`src/rtl/mulsplit_pkg.sv`:
```
`timescale 1ns/100ps
// Shared definitions for the split-operand multiplier.
// Assumes the opcode encoding used by the processor decoder.
package mulsplit_pkg;
    typedef enum logic [1:0] {
        OP_LOWORD = 2'b00,
        OP_HI_SS  = 2'b01,
        OP_HI_SU  = 2'b10,
        OP_HI_UU  = 2'b11
    } mul_op_e;

    // Whether the first operand's upper half is sign-extended.
    function automatic logic a_is_signed(input mul_op_e op);
        return (op == OP_HI_SS) || (op == OP_HI_SU);
    endfunction

    // Whether the second operand's upper half is sign-extended.
    function automatic logic b_is_signed(input mul_op_e op);
        return (op == OP_HI_SS);
    endfunction
endpackage

```
`src/rtl/mulsplit_halves.sv`:
```
`timescale 1ns/100ps
// Splits one operand into two 17-bit halves for a signed 17x17 multiplier.
// The lower half is always zero-extended. The upper half is sign-extended
// only when the operand is treated as signed. Purely combinational.
module mulsplit_halves #(
    parameter int XLEN = 32,
    localparam int HALF = XLEN / 2
) (
    input  logic [XLEN-1:0] opnd,
    input  logic            is_signed,
    output logic [HALF:0]   lo,
    output logic [HALF:0]   hi
);
    // Widen both halves by one bit.
    always_comb begin
        lo = {1'b0, opnd[HALF-1:0]};
        hi = {is_signed & opnd[XLEN-1], opnd[XLEN-1:HALF]};
    end
endmodule

```
`src/rtl/mulsplit_prod_stage.sv`:
```
`timescale 1ns/100ps
// Stage 1: forms and registers the four 17x17 signed partial products.
// Slot 0 = lo*lo, slot 1 = a_lo*b_hi, slot 2 = a_hi*b_lo, slot 3 = hi*hi.
// Assumes the halves come from mulsplit_halves; en freezes the stage.
module mulsplit_prod_stage #(
    parameter int XLEN = 32,
    localparam int HALF = XLEN / 2,
    localparam int PW   = HALF + 1,
    localparam int PW2  = 2 * PW
) (
    input  logic                 clk,
    input  logic                 rst_n,
    input  logic                 en,
    input  logic                 in_valid,
    input  logic [1:0]           in_op,
    input  logic [PW-1:0]        a_lo,
    input  logic [PW-1:0]        a_hi,
    input  logic [PW-1:0]        b_lo,
    input  logic [PW-1:0]        b_hi,
    output logic [3:0][PW2-1:0]  prods,
    output logic                 s1_valid,
    output logic [1:0]           s1_op
);
    for (genvar i = 0; i < 4; i++) begin : g_prod
        localparam bit TAKE_AHI = (i / 2) == 1;
        localparam bit TAKE_BHI = (i % 2) == 1;
        logic [PW-1:0]  x_sel, y_sel;
        logic [PW2-1:0] p_q;

        // Choose the operand halves for this slot.
        always_comb begin
            x_sel = TAKE_AHI ? a_hi : a_lo;
            y_sel = TAKE_BHI ? b_hi : b_lo;
        end

        // Register the sign-extended product of the selected halves.
        always_ff @(posedge clk) begin
            if (!rst_n)
                p_q <= '0;
            else if (en)
                p_q <= $signed({{PW{x_sel[PW-1]}}, x_sel}) *
                       $signed({{PW{y_sel[PW-1]}}, y_sel});
        end

        assign prods[i] = p_q;
    end

    // Carry valid and opcode alongside the products.
    always_ff @(posedge clk) begin
        if (!rst_n) begin
            s1_valid <= 1'b0;
            s1_op    <= 2'b00;
        end else if (en) begin
            s1_valid <= in_valid;
            s1_op    <= in_op;
        end
    end
endmodule

```
`src/rtl/mulsplit_sum_stage.sv`:
```
`timescale 1ns/100ps
// Stages 2 and 3: stage 2 adds the two middle terms and keeps the outer
// terms; stage 3 forms low + (mid << HALF) + (high << 2*HALF) and registers
// the word the opcode selects. en freezes both stages.
module mulsplit_sum_stage
    import mulsplit_pkg::*;
#(
    parameter int XLEN = 32,
    localparam int HALF = XLEN / 2,
    localparam int PW   = HALF + 1,
    localparam int PW2  = 2 * PW,
    localparam int CW   = PW2 + 1,
    localparam int FW   = 2 * XLEN
) (
    input  logic                 clk,
    input  logic                 rst_n,
    input  logic                 en,
    input  logic [3:0][PW2-1:0]  prods,
    input  logic                 s1_valid,
    input  logic [1:0]           s1_op,
    output logic                 out_valid,
    output logic [XLEN-1:0]      out_data
);
    logic [2*HALF-1:0] low_q;
    logic [CW-1:0]     mid_q;
    logic [PW2-1:0]    high_q;
    logic              s2_valid;
    logic [1:0]        s2_op;
    logic [CW-1:0]     mid_sum;
    logic [FW-1:0]     full;

    // Sum the two middle terms with sign extension by one bit.
    always_comb begin
        mid_sum = {prods[1][PW2-1], prods[1]} + {prods[2][PW2-1], prods[2]};
    end

    // Stage 2 registers: low term, middle sum, high term.
    always_ff @(posedge clk) begin
        if (!rst_n) begin
            low_q    <= '0;
            mid_q    <= '0;
            high_q   <= '0;
            s2_valid <= 1'b0;
            s2_op    <= 2'b00;
        end else if (en) begin
            low_q    <= prods[0][2*HALF-1:0];
            mid_q    <= mid_sum;
            high_q   <= prods[3];
            s2_valid <= s1_valid;
            s2_op    <= s1_op;
        end
    end

    // Assemble the full-width product modulo 2^FW.
    always_comb begin
        full = {{(FW-2*HALF){1'b0}}, low_q}
             + ({{(FW-CW){mid_q[CW-1]}}, mid_q} << HALF)
             + ({{(FW-PW2){high_q[PW2-1]}}, high_q} << (2*HALF));
    end

    // Stage 3 registers: the selected word and its valid bit.
    always_ff @(posedge clk) begin
        if (!rst_n) begin
            out_valid <= 1'b0;
            out_data  <= '0;
        end else if (en) begin
            out_valid <= s2_valid;
            out_data  <= (mul_op_e'(s2_op) == OP_LOWORD) ? full[XLEN-1:0]
                                                          : full[FW-1:XLEN];
        end
    end

    // The low word's bottom bits come straight from the lo*lo term.
    AST_LOW_BITS: assert property (@(posedge clk) disable iff (!rst_n)
        (en && mul_op_e'(s2_op) == OP_LOWORD) |=> (out_data[HALF-1:0] == $past(low_q[HALF-1:0])));
endmodule

```
`src/rtl/mulsplit_top.sv`:
```
`timescale 1ns/100ps
// Three-stage multiplier built from four 17x17 signed partial products.
// One operation per enabled cycle; result three enabled edges later.
// Assumes en low stalls the whole unit and that reset is synchronous.
module mulsplit_top
    import mulsplit_pkg::*;
#(
    parameter int XLEN = 32,
    localparam int HALF = XLEN / 2,
    localparam int PW   = HALF + 1,
    localparam int PW2  = 2 * PW
) (
    input  logic            clk,
    input  logic            rst_n,
    input  logic            en,
    input  logic            in_valid,
    input  logic [1:0]      in_op,
    input  logic [XLEN-1:0] in_a,
    input  logic [XLEN-1:0] in_b,
    output logic            out_valid,
    output logic [XLEN-1:0] out_data
);
    logic [1:0][PW-1:0] lo_h, hi_h;
    logic [1:0]         sgn;
    logic [1:0][XLEN-1:0] opnds;
    logic [3:0][PW2-1:0] prods;
    logic               s1_valid;
    logic [1:0]         s1_op;

    // Signedness of each operand from the opcode.
    always_comb begin
        sgn[0]   = a_is_signed(mul_op_e'(in_op));
        sgn[1]   = b_is_signed(mul_op_e'(in_op));
        opnds[0] = in_a;
        opnds[1] = in_b;
    end

    for (genvar k = 0; k < 2; k++) begin : g_split
        mulsplit_halves #(.XLEN(XLEN)) u_split (
            .opnd      (opnds[k]),
            .is_signed (sgn[k]),
            .lo        (lo_h[k]),
            .hi        (hi_h[k])
        );
    end

    mulsplit_prod_stage #(.XLEN(XLEN)) u_prod (
        .clk      (clk),
        .rst_n    (rst_n),
        .en       (en),
        .in_valid (in_valid),
        .in_op    (in_op),
        .a_lo     (lo_h[0]),
        .a_hi     (hi_h[0]),
        .b_lo     (lo_h[1]),
        .b_hi     (hi_h[1]),
        .prods    (prods),
        .s1_valid (s1_valid),
        .s1_op    (s1_op)
    );

    mulsplit_sum_stage #(.XLEN(XLEN)) u_sum (
        .clk       (clk),
        .rst_n     (rst_n),
        .en        (en),
        .prods     (prods),
        .s1_valid  (s1_valid),
        .s1_op     (s1_op),
        .out_valid (out_valid),
        .out_data  (out_data)
    );

    AST_VALID_LATENCY: assert property (@(posedge clk) disable iff (!rst_n)
        (en && $past(en) && $past(en, 2) && $past(rst_n) && $past(rst_n, 2) && $past(in_valid, 2))
        |=> out_valid);

    AST_BUBBLE_KEPT: assert property (@(posedge clk) disable iff (!rst_n)
        (en && $past(en) && $past(en, 2) && $past(rst_n) && $past(rst_n, 2) && !$past(in_valid, 2))
        |=> !out_valid);

    AST_STALL_HOLD: assert property (@(posedge clk) disable iff (!rst_n)
        !en |=> ($stable(out_valid) && $stable(out_data)));

    AST_S1_FOLLOWS: assert property (@(posedge clk) disable iff (!rst_n)
        (en && in_valid) |=> s1_valid);
endmodule

```
`config.mk`:
```
export PLATFORM = sky130hd
export DESIGN_NAME = mulsplit_top
export DESIGN_NICKNAME = d
export VERILOG_FILES = /design/src/rtl/mulsplit_pkg.sv /design/src/rtl/mulsplit_halves.sv /design/src/rtl/mulsplit_prod_stage.sv /design/src/rtl/mulsplit_sum_stage.sv /design/src/rtl/mulsplit_top.sv
export SDC_FILE = /design/constraint.sdc
export NUM_CORES = 2
export LEC_CHECK = 0
export CELL_PAD_IN_SITES_DETAIL_PLACEMENT = 0
export CELL_PAD_IN_SITES_GLOBAL_PLACEMENT = 2
export CORE_AREA = 4 4 357 359
export DETAILED_ROUTE_END_ITERATION = 16
export DIE_AREA = 0 0 361 363
export DONT_BUFFER_PORTS = 1
export HOLD_SLACK_MARGIN = 0.1
export PLACE_DENSITY_LB_ADDON = 0.1
export SYNTH_ARGS = -nofsm -noshare
export SYNTH_HDL_FRONTEND = slang
export SYNTH_HIERARCHICAL = 1
export SYNTH_SLANG_ARGS = --single-unit
```
`constraint.sdc`:
```
create_clock -name clk -period 12.05 [get_ports clk]
set_clock_uncertainty 0.2 [all_clocks]
set_input_delay 2.41 -clock clk [delete_from_list [all_inputs] [get_ports clk]]
set_output_delay 2.41 -clock clk [all_outputs]
set_load 0.1 [all_outputs]
```
# --- Word level (Yosys, flattened, before mapping) ---
# Index checks and enable logic that the tools add are counted.
classes:
  n_lt_le_gt_ge: 0
  add_sub_neg: 3
  div_mod_pow: 0
  n_eq_ne: 2
  n_mul: 4
  shifts: 0
  muxes: 1
  reduce_logical: 2
  bitwise: 2
ops:
  columns: ["op", "count"]
  rows:
  - ["$mul A17 B17 Y34", 2]
  - ["$add A64 B64 Y64", 1]
  - ["$add A33 B51 Y52", 1]
  - ["$add A34 B34 Y35", 1]
  - ["$mul A16 B16 Y32", 1]
  - ["$mul A17 B17 Y32", 1]
  - ["$mux W32", 1]
  - ["$and A1 B1 Y1", 2]
  - ["$eq A2 B1 Y1 const B", 1]
  - ["$eq A2 B2 Y1 const B", 1]
  - ["$logic_not A2 Y1", 1]
  - ["$logic_or A1 B1 Y1", 1]
totals:
  n_memories: 0
  rom_bits: 0
  register_bits: 270
  inputBits: 70
  ram_bits: 0
  latch_bits: 0

# --- Depth between registers and ports, before layout ---
logic_depth:
  ltp_word: 4
  mapped_depth: 28
  mapped_depth_nobuf: 26

# --- Cells and area by module ---
# The synthesis kept the hierarchy.
modules_own_cells:
  columns: ["mod", "cells_per_inst", "area_per_inst_um2", "n_inst", "seq_area_each_um2"]
  rows:
  - ["mulsplit_prod_stage", 5237, 48266.3, 1, 2782.7]
  - ["mulsplit_sum_stage", 1076, 9132.5, 1, 2702.6]
  - ["mulsplit_halves", 35, 257.7, 2, 0.0]
  - ["mulsplit_top", 3, 20.0, 1, 0.0]

# --- Least setup slack after synthesis ---
# No wires, ideal clock.
synth_path:
  kind: "input to register"
  startpoint: "in in_op[1]"
  endpoint: "reg u_prod.g_prod[3].p_q[30]"
  stages: 23
  t_arrival_ps: 8490
  setup_ps: 131
  path_buffers: 1
  path_slack_ps: 3228
  path_cell_list: "inv_1 > ha_1 > inv_1 > and2_1 > clkbuf_1 > nand2_1 > inv_1 > fa_1 > fa_1 > fa_1 > fa_1 > fa_1 > inv_1 > fa_1 > inv_1 > ha_1 > a211o_1 > a211oi_1 > nor2_1 > a221oi_2 > o21ai_1 > o2111ai_1 > o211ai_1"
synth_rtl:
  columns: ["element", "line", "rtl"]
  rows:
  - ["from (decl)", "mulsplit_top.sv:17", "input logic [1:0] in_op,"]
  - ["to (signal assigned)", "mulsplit_prod_stage.sv:41", "p_q <= $signed({{PW{x_sel[PW-1]}}, x_sel}) *"]
  - ["to (decl)", "mulsplit_prod_stage.sv:28", "logic [PW2-1:0] p_q;"]

==> results_dict.tcl <==
set metrics [dict create \
    status "finished, final reports clean" \
    reg2reg_from "u_sum/low_q[16]$_SDFFE_PN0P_" \
    syn_to_final_growth_pct 2.94 \
    cts_hold_buffers 0 \
    critPathMaxStageDelay_ns 0.93 \
    worst_slack_ns 3.21 \
    setup_viol 0 \
    cp_max_fo 33 \
    report.final.hold_viol_count 0 \
    dp.final_hpwl_um 123000 \
    die_area_um2 131000 \
    stdcell_count 7623 \
    dp_cells 7560 \
    antenna_left 0 \
    whs_path_depth 2 \
    worstSetupPathType "primary input to register" \
    antenna_found_initial 5 \
    grt_max_degree 267 \
    critPathRequiredTime_ns 12.28 \
    clk_path_buf_depth 3 \
    rsz0062_at_grt "no" \
    slew_headroom_pct 29.0 \
    crit_path_start_kind "primary input" \
    tns_ns 0 \
    end_kind "register" \
    row_count 129 \
    max_freq_mhz 113 \
    cts.sinks 270 \
    cts_resized 0 \
    layout_commonest_cell "inv_1" \
    r2r_slack_ns 5.77 \
    synth_nets 7944 \
    r2r_end "u_sum/out_data[31]$_SDFFE_PN0P_" \
    reg2reg_depth 22 \
    grt-ovfl-total 0 \
    drc 0 \
    nNetsFinal 7627 \
    track_usage_pct 25.0 \
    syn_area_per_cell_um2 9.08 \
    cts_setup_buffers 0 \
    critPathBufInv 6 \
    drt_iter0_drc 2138 \
    cts_buffers 35 \
    drv_cap 0 \
    hp-class "register to register" \
    dp_slack_ns 2.63 \
    crit_path_frequent_cell "fa_1" \
    io_buffers 0 \
    wl_per_cell_um 21.0 \
    grt_pass1_vias 43100 \
    io_pins 103 \
    cts_tree "yes" \
    core_area_um2 124000 \
    synth_warnings 6 \
    min_period_ns 8.84 \
    wirelength_um 160000 \
    synth_area_um2 57000 \
    fill_cells 12200 \
    holdPathEnd "u_prod/g_prod[0].p_q[18]$_SDFFE_PN0P_" \
    layout-drive-gt1-share_pct 2.17 \
    synth_cells 6277 \
    dieHeight_um 363 \
    worstHoldStart "u_prod/g_prod[0].p_q[18]$_SDFFE_PN0P_" \
    cts_root_buf "clkbuf_16" \
    worst_slew_pin_slew_ns 1.06 \
    critPathTopFamily "adder cells" \
    via_per_inst 5.27 \
    drv_slew 0 \
    firstDrtPassIters 5 \
    vias 40100 \
    path_cells "inv_1 -> ha_1 -> inv_1 -> and2_1 -> buf_4 -> nand2_1 -> inv_1 -> fa_1 -> fa_1 -> fa_1 -> fa_1 -> fa_1 -> inv_1 -> fa_1 -> inv_1 -> ha_1 -> a211o_1 -> a211oi_1 -> nor2_1 -> a221oi_2 -> o21ai_1 -> o2111ai_1 -> o211ai_1" \
    clkLatencyLatePin_ns 0.58 \
    arrival_ns 9.06 \
    place.gp.congestion 0.854 \
    grt_pass1_wl_um 256000 \
    slowest_stage "fa_1" \
    diodes 0 \
    post-route-period-util_pct 73.3 \
    layout_common_cells "inv_1 (1207), fa_1 (1175), nand2_1 (652), and2_1 (591), ha_1 (422)" \
    start_util_pct 46.0 \
    die_w_um 361 \
    htree_levels 2 \
    clkSlewWorstSetupHoldPaths_ns 0.06 \
]
area by class of cell:
| class | instances | area [um2] | share of cell area [%] |
|---|---|---|---|
| Inverter | 1211 | 4550 | 7.75 |
| Timing Repair Buffer | 10 | 75.1 | 0.128 |
| Clock buffer | 47 | 981 | 1.67 |
| Sequential cell | 270 | 5410 | 9.21 |
| Multi-Input combinational cell | 4432 | 45400 | 77.3 |
| Tap cell | 1637 | 2050 | 3.49 |
| Clock inverter | 16 | 249 | 0.424 |
worst max-delay path by stage:
stage / startpoint / end / slack, ns / cells past startpoint
4_1_cts: in_op[1] / u_prod/g_prod[3].p_q[28]$_SDFFE_PN0P_ / 3.20 / 23
5_1_grt: in_op[1] / u_prod/g_prod[3].p_q[30]$_SDFFE_PN0P_ / 2.80 / 23
6_report: in_op[1] / u_prod/g_prod[3].p_q[30]$_SDFFE_PN0P_ / 3.21 / 23
3_3_place_gp: in_op[1] / u_prod/g_prod[3].p_q[30]$_SDFFE_PN0P_ / 2.76 / 23
2_1_floorplan: in_op[1] / u_prod/g_prod[3].p_q[30]$_SDFFE_PN0P_ / 3.29 / 23
3_5_place_dp: in_op[1] / u_prod/g_prod[3].p_q[28]$_SDFFE_PN0P_ / 2.63 / 23
layer usage:
metal  global-route usage (%)  share of wire [%]  vias up
met5                        0                  0        -
met4                     5.19                2.3        0
met3                     2.15                3.3      149
met2                     42.9                 49      682
met1                     34.9                 46    20900
li1                         -                  -    18400
flip-flops by register name, indices dropped and copies added, names as in the netlist:
| name | cells |
|---|---|
| u_sum/high_q | 32 |
| u_sum/low_q | 32 |
| u_sum/mid_q | 35 |
| u_sum/out_data | 32 |
| u_sum/out_valid | 1 |
| u_prod/s1_op | 2 |
| u_sum/s2_op | 2 |
| u_prod/s1_valid | 1 |
| u_prod/g_prod.p_q | 132 |
| u_sum/s2_valid | 1 |
worst register-to-register path, stage by stage (launching register included):
cell and delay [ns]:
dfxtp_1 0.34, ha_1 0.23, fa_1 0.23, a21o_1 0.12, a21oi_1 0.11, o21bai_1 0.17
a31oi_1 0.19, o211a_1 0.32, a21o_1 0.19, a21oi_1 0.31, nor2b_1 0.50, nand3_1 0.16
xnor2_1 0.44, ha_1 0.34, nand3_1 0.14, o31a_1 0.34, a41o_1 0.32, a21oi_1 0.37
nand3_1 0.16, a31oi_1 0.36, a311oi_1 0.20, xnor2_1 0.25, o22ai_1 0.12
per-stage QoR:
step	cell area, um2	util, %	hold slack, ns
6_report	58700	47.4	0.258
5_1_grt	58700	47.4	0.282
4_1_cts	58700	47.4	0.266
3_5_place_dp	57500	46.4	0.252
3_3_place_gp	57500	46.4	0.243
2_1_floorplan	57000	-	0.225
Power is not shown: default switching activity piles up to over one toggle a cycle in this logic, so the estimate is an artifact.
